## src/rtl/mwt_pkg.sv

```systemverilog
package mwt_pkg;

  localparam int DATA_W = 32;

  typedef enum logic [1:0] {
    SZ_BYTE = 2'd0,
    SZ_HALF = 2'd1,
    SZ_WORD = 2'd2
  } size_e;

  typedef enum logic [1:0] {
    SEL_MT_TGT  = 2'd0,
    SEL_MT_ATTR = 2'd1,
    SEL_DB_TGT  = 2'd2,
    SEL_DB_ATTR = 2'd3
  } cfg_sel_e;

  typedef enum logic [1:0] {
    ST_IDLE,
    ST_REQ,
    ST_WAIT,
    ST_DONE
  } xstate_e;

  // Size code 3 collapses onto a word access.
  function automatic logic [1:0] norm_size(input logic [1:0] sz);
    return (sz == 2'd3) ? SZ_WORD : sz;
  endfunction

  // Right-justified CPU value -> big-endian lane position in a word.
  function automatic logic [DATA_W-1:0] lane_place(input logic [1:0] sz,
                                                   input logic [1:0] k,
                                                   input logic [DATA_W-1:0] v);
    logic [DATA_W-1:0] t;
    case (sz)
      SZ_BYTE: begin
        t = {24'b0, v[7:0]};
        return t << (8 * (3 - int'(k)));
      end
      SZ_HALF: begin
        t = {16'b0, v[15:0]};
        return k[1] ? t : (t << 16);
      end
      default: return v;
    endcase
  endfunction

  // Big-endian word image -> right-justified CPU value.
  function automatic logic [DATA_W-1:0] lane_pick(input logic [1:0] sz,
                                                  input logic [1:0] k,
                                                  input logic [DATA_W-1:0] w);
    logic [DATA_W-1:0] t;
    case (sz)
      SZ_BYTE: begin
        t = w >> (8 * (3 - int'(k)));
        return {24'b0, t[7:0]};
      end
      SZ_HALF: begin
        t = k[1] ? w : (w >> 16);
        return {16'b0, t[15:0]};
      end
      default: return w;
    endcase
  endfunction

endpackage

```

## src/rtl/mwt_regs.sv

```systemverilog
module mwt_regs
  import mwt_pkg::*;
#(
  parameter int DEST_W   = 10,
  parameter int HOP_W    = 8,
  parameter int UPPER_W  = 12,
  parameter int DEST_LSB = 22,
  parameter int HOP_LSB  = 12
) (
  input  logic               clk,
  input  logic               rst_n,
  input  logic               cfg_we,
  input  logic [1:0]         cfg_sel,
  input  logic [DATA_W-1:0]  cfg_wdata,
  output logic [DEST_W-1:0]  mt_dest,
  output logic [HOP_W-1:0]   mt_hop,
  output logic [UPPER_W-1:0] mt_upper,
  output logic [DEST_W-1:0]  db_dest,
  output logic [1:0]         win_en
);

  localparam int NWIN = 2;

  logic unused_cfg;
  assign unused_cfg = ^cfg_wdata;

  always_ff @(posedge clk) begin
    if (!rst_n) begin
      mt_dest  <= '0;
      mt_hop   <= '0;
      mt_upper <= '0;
      db_dest  <= '0;
    end else if (cfg_we) begin
      if (cfg_sel == SEL_MT_TGT) begin
        mt_dest  <= cfg_wdata[DEST_LSB +: DEST_W];
        mt_hop   <= cfg_wdata[HOP_LSB +: HOP_W];
        mt_upper <= cfg_wdata[UPPER_W-1:0];
      end
      if (cfg_sel == SEL_DB_TGT) begin
        db_dest <= cfg_wdata[DEST_LSB +: DEST_W];
      end
    end
  end

  // One enable flop per window; window w owns select code {w, 1}.
  for (genvar w = 0; w < NWIN; w++) begin : g_en
    always_ff @(posedge clk) begin
      if (!rst_n) begin
        win_en[w] <= 1'b0;
      end else if (cfg_we && cfg_sel == {w[0], 1'b1}) begin
        win_en[w] <= cfg_wdata[0];
      end
    end
  end

endmodule

```

## src/rtl/mwt_decode.sv

```systemverilog
module mwt_decode
  import mwt_pkg::*;
#(
  parameter int              ADDR_W   = 32,
  parameter logic [ADDR_W-1:0] WIN_BASE = 32'h8000_0000,
  parameter int              MAINT_AW = 22,
  parameter int              DB_AW    = 12,
  parameter int              DEST_W   = 10,
  parameter int              HOP_W    = 8,
  parameter int              OFS_W    = 21,
  parameter int              SPLIT    = 9
) (
  input  logic [ADDR_W-1:0]        cpu_addr,
  input  logic                     cpu_we,
  input  logic [1:0]               cpu_size,
  input  logic [DATA_W-1:0]        cpu_wdata,
  input  logic [DEST_W-1:0]        mt_dest,
  input  logic [HOP_W-1:0]         mt_hop,
  input  logic [OFS_W-SPLIT-1:0]   mt_upper,
  input  logic [DEST_W-1:0]        db_dest,
  input  logic [1:0]               win_en,
  output logic                     go_fabric,
  output logic                     dsc_doorbell,
  output logic [DEST_W-1:0]        dsc_dest,
  output logic [HOP_W-1:0]         dsc_hop,
  output logic [OFS_W-1:0]         dsc_ofs,
  output logic [1:0]               dsc_size,
  output logic [DATA_W-1:0]        dsc_wdata,
  output logic [1:0]               dsc_lane
);

  localparam logic [ADDR_W-1:0] DB_BASE = WIN_BASE + (ADDR_W'(1) << MAINT_AW);

  logic in_maint, in_db;
  logic [1:0] sz;
  logic unused_addr;

  assign unused_addr = ^cpu_addr;
  assign in_maint = (cpu_addr[ADDR_W-1:MAINT_AW] == WIN_BASE[ADDR_W-1:MAINT_AW]);
  assign in_db    = (cpu_addr[ADDR_W-1:DB_AW] == DB_BASE[ADDR_W-1:DB_AW]);
  assign sz       = norm_size(cpu_size);

  always_comb begin
    go_fabric    = (in_maint && win_en[0]) || (in_db && win_en[1] && cpu_we);
    dsc_doorbell = in_db;
    dsc_lane     = cpu_addr[1:0];
    if (in_db) begin
      dsc_dest  = db_dest;
      dsc_hop   = '0;
      dsc_ofs   = '0;
      dsc_size  = SZ_HALF;
      dsc_wdata = {16'b0, cpu_wdata[15:0]};
    end else begin
      dsc_dest  = mt_dest;
      dsc_hop   = mt_hop;
      dsc_ofs   = {mt_upper, cpu_addr[SPLIT-1:0]};
      dsc_size  = sz;
      dsc_wdata = cpu_we ? lane_place(sz, cpu_addr[1:0], cpu_wdata) : '0;
    end
  end

endmodule

```

## src/rtl/mwt_ctrl.sv

```systemverilog
module mwt_ctrl
  import mwt_pkg::*;
#(
  parameter int DEST_W = 10,
  parameter int HOP_W  = 8,
  parameter int OFS_W  = 21
) (
  input  logic              clk,
  input  logic              rst_n,
  input  logic              cpu_req,
  input  logic              cpu_we,
  input  logic              go_fabric,
  input  logic              dsc_doorbell,
  input  logic [DEST_W-1:0] dsc_dest,
  input  logic [HOP_W-1:0]  dsc_hop,
  input  logic [OFS_W-1:0]  dsc_ofs,
  input  logic [1:0]        dsc_size,
  input  logic [DATA_W-1:0] dsc_wdata,
  input  logic [1:0]        dsc_lane,
  output logic              cpu_ready,
  output logic [DATA_W-1:0] cpu_rdata,
  output logic              fab_req_valid,
  input  logic              fab_req_ready,
  output logic              fab_req_write,
  output logic              fab_req_doorbell,
  output logic [DEST_W-1:0] fab_req_dest,
  output logic [HOP_W-1:0]  fab_req_hop,
  output logic [OFS_W-1:0]  fab_req_ofs,
  output logic [1:0]        fab_req_size,
  output logic [DATA_W-1:0] fab_req_wdata,
  input  logic              fab_rsp_valid,
  input  logic [DATA_W-1:0] fab_rsp_data,
  output logic              acc_local_rd,
  output logic              rsp_take
);

  xstate_e    state;
  logic [1:0] lane_q;
  logic       start;

  assign start         = (state == ST_IDLE) && cpu_req;
  assign acc_local_rd  = start && !go_fabric && !cpu_we;
  assign rsp_take      = (state == ST_WAIT) && fab_rsp_valid;
  assign cpu_ready     = (state == ST_DONE);
  assign fab_req_valid = (state == ST_REQ);

  always_ff @(posedge clk) begin
    if (!rst_n) begin
      state            <= ST_IDLE;
      cpu_rdata        <= '0;
      lane_q           <= '0;
      fab_req_write    <= 1'b0;
      fab_req_doorbell <= 1'b0;
      fab_req_dest     <= '0;
      fab_req_hop      <= '0;
      fab_req_ofs      <= '0;
      fab_req_size     <= '0;
      fab_req_wdata    <= '0;
    end else begin
      case (state)
        ST_IDLE: begin
          if (cpu_req) begin
            if (go_fabric) begin
              fab_req_write    <= cpu_we;
              fab_req_doorbell <= dsc_doorbell;
              fab_req_dest     <= dsc_dest;
              fab_req_hop      <= dsc_hop;
              fab_req_ofs      <= dsc_ofs;
              fab_req_size     <= dsc_size;
              fab_req_wdata    <= dsc_wdata;
              lane_q           <= dsc_lane;
              state            <= ST_REQ;
            end else begin
              cpu_rdata <= '1;
              state     <= ST_DONE;
            end
          end
        end
        ST_REQ: begin
          if (fab_req_ready) begin
            if (fab_req_write) begin
              cpu_rdata <= '0;
              state     <= ST_DONE;
            end else begin
              state <= ST_WAIT;
            end
          end
        end
        ST_WAIT: begin
          if (fab_rsp_valid) begin
            cpu_rdata <= lane_pick(fab_req_size, lane_q, fab_rsp_data);
            state     <= ST_DONE;
          end
        end
        default: state <= ST_IDLE;
      endcase
    end
  end

endmodule

```

## src/rtl/maint_window_xlate.sv

```systemverilog
module maint_window_xlate
  import mwt_pkg::*;
#(
  parameter int                ADDR_W   = 32,
  parameter logic [ADDR_W-1:0] WIN_BASE = 32'h8000_0000,
  parameter int                MAINT_AW = 22,
  parameter int                DB_AW    = 12,
  parameter int                DEST_W   = 10,
  parameter int                HOP_W    = 8,
  parameter int                OFS_W    = 21,
  parameter int                SPLIT    = 9,
  parameter int                DEST_LSB = 22,
  parameter int                HOP_LSB  = 12
) (
  input  logic              clk,
  input  logic              rst_n,
  input  logic              cfg_we,
  input  logic [1:0]        cfg_sel,
  input  logic [31:0]       cfg_wdata,
  input  logic              cpu_req,
  input  logic              cpu_we,
  input  logic [ADDR_W-1:0] cpu_addr,
  input  logic [1:0]        cpu_size,
  input  logic [31:0]       cpu_wdata,
  output logic              cpu_ready,
  output logic [31:0]       cpu_rdata,
  output logic              fab_req_valid,
  input  logic              fab_req_ready,
  output logic              fab_req_write,
  output logic              fab_req_doorbell,
  output logic [DEST_W-1:0] fab_req_dest,
  output logic [HOP_W-1:0]  fab_req_hop,
  output logic [OFS_W-1:0]  fab_req_ofs,
  output logic [1:0]        fab_req_size,
  output logic [31:0]       fab_req_wdata,
  input  logic              fab_rsp_valid,
  input  logic [31:0]       fab_rsp_data
);

  localparam int UPPER_W = OFS_W - SPLIT;

  logic [DEST_W-1:0]  mt_dest, db_dest, dsc_dest;
  logic [HOP_W-1:0]   mt_hop, dsc_hop;
  logic [UPPER_W-1:0] mt_upper;
  logic [1:0]         win_en;
  logic               go_fabric, dsc_doorbell;
  logic [OFS_W-1:0]   dsc_ofs;
  logic [1:0]         dsc_size, dsc_lane;
  logic [31:0]        dsc_wdata;
  logic               acc_local_rd, rsp_take;

  mwt_regs #(
    .DEST_W(DEST_W), .HOP_W(HOP_W), .UPPER_W(UPPER_W),
    .DEST_LSB(DEST_LSB), .HOP_LSB(HOP_LSB)
  ) u_regs (
    .clk(clk), .rst_n(rst_n), .cfg_we(cfg_we), .cfg_sel(cfg_sel),
    .cfg_wdata(cfg_wdata), .mt_dest(mt_dest), .mt_hop(mt_hop),
    .mt_upper(mt_upper), .db_dest(db_dest), .win_en(win_en)
  );

  mwt_decode #(
    .ADDR_W(ADDR_W), .WIN_BASE(WIN_BASE), .MAINT_AW(MAINT_AW), .DB_AW(DB_AW),
    .DEST_W(DEST_W), .HOP_W(HOP_W), .OFS_W(OFS_W), .SPLIT(SPLIT)
  ) u_dec (
    .cpu_addr(cpu_addr), .cpu_we(cpu_we), .cpu_size(cpu_size),
    .cpu_wdata(cpu_wdata), .mt_dest(mt_dest), .mt_hop(mt_hop),
    .mt_upper(mt_upper), .db_dest(db_dest), .win_en(win_en),
    .go_fabric(go_fabric), .dsc_doorbell(dsc_doorbell), .dsc_dest(dsc_dest),
    .dsc_hop(dsc_hop), .dsc_ofs(dsc_ofs), .dsc_size(dsc_size),
    .dsc_wdata(dsc_wdata), .dsc_lane(dsc_lane)
  );

  mwt_ctrl #(
    .DEST_W(DEST_W), .HOP_W(HOP_W), .OFS_W(OFS_W)
  ) u_ctrl (
    .clk(clk), .rst_n(rst_n), .cpu_req(cpu_req), .cpu_we(cpu_we),
    .go_fabric(go_fabric), .dsc_doorbell(dsc_doorbell), .dsc_dest(dsc_dest),
    .dsc_hop(dsc_hop), .dsc_ofs(dsc_ofs), .dsc_size(dsc_size),
    .dsc_wdata(dsc_wdata), .dsc_lane(dsc_lane),
    .cpu_ready(cpu_ready), .cpu_rdata(cpu_rdata),
    .fab_req_valid(fab_req_valid), .fab_req_ready(fab_req_ready),
    .fab_req_write(fab_req_write), .fab_req_doorbell(fab_req_doorbell),
    .fab_req_dest(fab_req_dest), .fab_req_hop(fab_req_hop),
    .fab_req_ofs(fab_req_ofs), .fab_req_size(fab_req_size),
    .fab_req_wdata(fab_req_wdata), .fab_rsp_valid(fab_rsp_valid),
    .fab_rsp_data(fab_rsp_data), .acc_local_rd(acc_local_rd),
    .rsp_take(rsp_take)
  );

endmodule

```

## config.mk

```make
export PLATFORM = sky130hd
export DESIGN_NAME = maint_window_xlate
export DESIGN_NICKNAME = d
export VERILOG_FILES = /design/src/rtl/mwt_pkg.sv /design/src/rtl/mwt_regs.sv /design/src/rtl/mwt_decode.sv /design/src/rtl/mwt_ctrl.sv /design/src/rtl/maint_window_xlate.sv
export SDC_FILE = /design/constraint.sdc
export NUM_CORES = 1
export LEC_CHECK = 0
export BUFFER_PORTS_ARGS = -buffer_cell sky130_fd_sc_hd__buf_2
export CAP_MARGIN = 40
export CORE_MARGIN = 1.5
export CORE_UTILIZATION = 50
export CTS_CLUSTER_DIAMETER = 50
export DETAILED_ROUTE_END_ITERATION = 6
export GPL_TIMING_DRIVEN = 0
export PLACE_DENSITY = 0.81
export RECOVER_POWER = 50
export SLEW_MARGIN = 10
export SYNTH_ARGS = -nofsm -noshare
export SYNTH_HDL_FRONTEND = slang
export SYNTH_SLANG_ARGS = --single-unit
```

## constraint.sdc

```tcl
create_clock -name clk -period 2.73 [get_ports clk]
set_input_delay 0.546 -clock clk [delete_from_list [all_inputs] [get_ports clk]]
set_output_delay 0.546 -clock clk [all_outputs]
set_load 0.05 [all_outputs]
```

==> metrics.md <==
| Metric | Value |
|---|---|
| H-Tree Level Count | 4 |
| Number of antenna violations at the first check in global routing | 2 |
| Required time of the worst setup path | between 3 and 4 ns |
| GRT Resource Usage Total | 0.301 |
| Layout Nets | 1180 |
| Setup repair after global routing missed its margin | no |
| Crit. End Element | register |
| Io pins | about 250 |
| Routability congestion estimate | 0.914 |
| Worst-Margin Slew | ~0.7 ns |
| Class of the worst hold path | in -> reg |
| Number of sinks handled by clock tree synthesis | between 150 and 200 |
| Vertical die dimension | between 100 and 150 um |
| Initial DRT Pass Iterations | 6 |
| Net count of the mapped netlist | between 900 and 1000 |
| Startpoint type of the worst setup path | register |
| Register area share after synthesis | 0.451 |
| Most common cell in the netlist | sky130_fd_sc_hd__dfxtp_1 |
| Total congestion overflow | 0 |
| Peak clock frequency supported by timing | slightly below 0.4 GHz |
| Power Density | roughly 840 mW/mm2 |
| Area used by multi-input combinational logic | about 0.0034 mm2 |
| Hold Crit Endpoint | u_regs.mt_upper[7] |
| Peak ir drop on the vdd network | roughly 0.58 mV |
| Clk Latency, worst-skew pair | between 0.4 and 0.5 ns |
| Antenna Nets Post-Route | 0 |
| Cell type contributing the most total cell area after synthesis | sky130_fd_sc_hd__dfxtp_1 |
| Slew Limit Fails | 0 |
| Via/cell ratio | 5.71 |
| Dominant cells by area after synthesis | sky130_fd_sc_hd__dfxtp_1, sky130_fd_sc_hd__nand2_1, sky130_fd_sc_hd__o221a_1, sky130_fd_sc_hd__a21boi_0, sky130_fd_sc_hd__a21boi_1 |
| Core area | 0.0132 mm2 |
| Fill cell instance count of the final layout | 1190 |
| Cell variety after synth | 49 |
| Count of cells along the worst hold path | 3 |
| Instance count of the mapped netlist | slightly below 800 |
| Number of max-cap violations | 0 |
| Summed negative setup slack over all endpoints | 0 ns |
| Endpoint of the lowest-slack register-to-register path | u_ctrl.fab_req_hop[7] |
| First-pass GRT wire length | 33800 um |
| Leading cell types by count after synthesis | sky130_fd_sc_hd__dfxtp_1, sky130_fd_sc_hd__nand2_1, sky130_fd_sc_hd__clkbuf_1, sky130_fd_sc_hd__nand3_1, sky130_fd_sc_hd__a21boi_0 |
| Number of hold violations in the final report | 0 |
| Total of flip-flops plus latches after synthesis | 153 |
| Proportion of netlist area held by the largest area contributor | 0.451 |
| CTS tree | yes |
| Post-Synthesis Mean Instance Area | 8.75 um2 |
| Vias in the first global route | 6635 |
| Post-synthesis to final-layout area growth | 29.6% |
| Number of CTS-inserted buffers | 17 |
| Post-Syn Area | approximately 0.0068 mm2 |
| Minimum hold slack | about 0.36 ns |
| Fin crit share | 0.921 |
| Setup-failing EPs final | 0 |
| Startpoint of the lowest-slack register-to-register path | u_ctrl.state[0] |
| Die ar. | about 0.014 mm2 |
| Routed wirelength normalized by instance count | between 15 and 20 um |
| Initial cell density of the core | 0.513 |
| Pin count of the biggest net entering global routing | 17 |
| Iter 0 DRT Violations | 580 |
| Top fanout value on the critical path | 10 |
| Largest buffer count on any clock path | 2 |
| Start-to-end type of the worst setup path | reg -> reg |
| Leakage power | ~3.4 nW |
| DRC | 0 |
| IO Port Bufs | about 240 |
| Vias | 7001 |
| CTS clock-pin slew for the worst setup and hold paths | around 0.06 ns |
| Share of flip-flops with an asynchronous set or reset after synthesis | 0 |
| Number of placement rows | 42 |
| Cell count of the worst reg-to-reg path | 9 |
| Worst Min Path Start | cfg_wdata[7] |
| Dominant synthesized flop cell | sky130_fd_sc_hd__dfxtp_1 |
| CTS hold repair buffers | 0 |
| Clk root buf | sky130_fd_sc_hd__clkbuf_16 |
| Final critical-path required period | 2.51 ns |
| Final Routed Wirelength | 21700 um |
| Run status | finished, final reports clean |
| Chip Width | between 100 and 150 um |
| Headroom to the max-slew limit | 0.531 |
| EDFF count, synth | 0 |
| Critical Path AT | ~2.9 ns |
| Total area of sequential cells | between 0.003 and 0.004 mm2 |
| Setup slack of the worst register-to-register path | 0.22 ns |
| Fraction of layout cells with a size suffix above 1 | 0.195 |
| Worst Clk Skew | around 0.011 ns |
| Detailed Place HPWL | around 16000 um |
| Synth Warn # | 0 |
==> cell families after synthesis <==
logic type / count (synthesis) / share of synthesized area
fa+ha+maj: 4 / 0.00737
buf+inv: 76 / 0.0503
mux: 3 / 0.00442
simple gates: 281 / 0.195
compound gates: 259 / 0.292
flops: 153 / 0.451
==> sequential cells by signal, indices dropped and copies added (netlist names) <==
register and count:
u_ctrl.cpu_rdata 32, u_ctrl.fab_req_wdata 32, u_ctrl.fab_req_ofs 21, u_regs.mt_upper 12, u_ctrl.fab_req_dest 10, u_regs.db_dest 10, u_regs.mt_dest 10, u_ctrl.fab_req_hop 8
u_regs.mt_hop 8, u_ctrl.fab_req_size 2, u_ctrl.lane_q 2, u_ctrl.state 2, u_regs.win_en 2, u_ctrl.fab_req_doorbell 1, u_ctrl.fab_req_write 1
==> per-layer routing <==
| metal | wire length [um] | global-route usage | vias up |
|---|---|---|---|
| met4 | 501 | 0.104 | 0 |
| met1 | 8680 | 0.361 | 3267 |
| met3 | 2020 | 0.0927 | 45 |
| met2 | 10500 | 0.510 | 359 |
| met5 | 0 | 0 | - |
| li1 | - | - | 3330 |
==> per-stage QoR <==
| stage | total power, mW | worst slack (ns) | cell area, um2 | util | instances |
|---|---|---|---|---|---|
| finish | 7.37 | 0.216 | 8800 | 0.665 | 1227 |
| detailed placement | 4.63 | 0.0223 | 8220 | 0.621 | 1194 |
| global placement | 4.61 | 0.0742 | 8220 | 0.621 | 1193 |
| CTS | 7.42 | 0.213 | 8930 | 0.675 | 1226 |
| floorplan | 4.10 | 0.430 | 6790 | - | 776 |
| global route | 7.62 | 0.0102 | 8800 | 0.665 | 1227 |
==> worst max-delay path by stage <==
stage / startpoint / to / slack [ns]
global placement: cpu_addr[27] / u_ctrl.fab_req_hop[3] / 0.07
finish: u_ctrl.state[0] / u_ctrl.fab_req_hop[7] / 0.22
global route: u_ctrl.state[0] / u_ctrl.fab_req_ofs[20] / 0.01
CTS: u_ctrl.state[0] / u_ctrl.fab_req_ofs[7] / 0.21
detailed placement: cpu_addr[27] / u_ctrl.fab_req_ofs[7] / 0.02
floorplan: cpu_addr[13] / u_ctrl.cpu_rdata[21] / 0.43
==> power breakdown <==
group / internal (mW) / switching (mW) / total (mW)
Sequential: 2.47 / 0.135 / 2.60
Combinational: 0.606 / 1.34 / 1.95
Clock: 1.83 / 0.986 / 2.82
==> placed cells by master, fill, tap and decap left out, drive strengths merged, types with 2 or more instances in the layout <==
master	netlist	layout
clkbuf	50	179
buf	20	154
dfxtp	153	153
nand2	140	140
a21boi	75	75
nand3	44	44
a21oi	41	41
o221a	39	39
nor2	32	32
o21ai	30	30
a22oi	24	24
nor2b	21	21
and3	16	16
o2bb2ai	15	15
a211oi	10	10
inv	6	10
a221oi	8	8
a22o	8	8
bufinv	0	6
and2	4	4
ha	4	4
nor3	4	4
nand2b	3	3
or2	3	3
mux2i	3	3
nor4	3	3
o211a	2	2
nand3b	2	2
nor3b	2	2
o41ai	2	2
or3	2	2
or4	2	2
==> repair_timing <==
| item | CTS | global route |
|---|---|---|
| resized for setup | 0 | 2 |
| setup buffers | 0 | 0 |
| endpoints found under the setup margin | 0 | 1 |
==> final cells by class <==
type,count,area share
diodes,1,0.000284
multi-input cells,547,0.385
repair buffers,242,0.122
plain buffers,70,0.0364
clock buffers,21,0.0546
inverters,6,0.00256
clock inverters,11,0.0259
flip-flops and latches,153,0.348
well taps,176,0.0250
==> worst max-delay path, cell delays in order, from the launching register on <==
cell,delay [ns]
sky130_fd_sc_hd__dfxtp_1,0.38
sky130_fd_sc_hd__inv_1,0.08
sky130_fd_sc_hd__ha_1,0.26
sky130_fd_sc_hd__and2_1,0.23
sky130_fd_sc_hd__nor2b_1,0.18
sky130_fd_sc_hd__a32oi_1,0.29
sky130_fd_sc_hd__buf_2,0.34
sky130_fd_sc_hd__clkbuf_1,0.42
sky130_fd_sc_hd__nand2_1,0.12
sky130_fd_sc_hd__a21boi_1,0.14
Note: power is estimated with default switching activity, not from simulation.
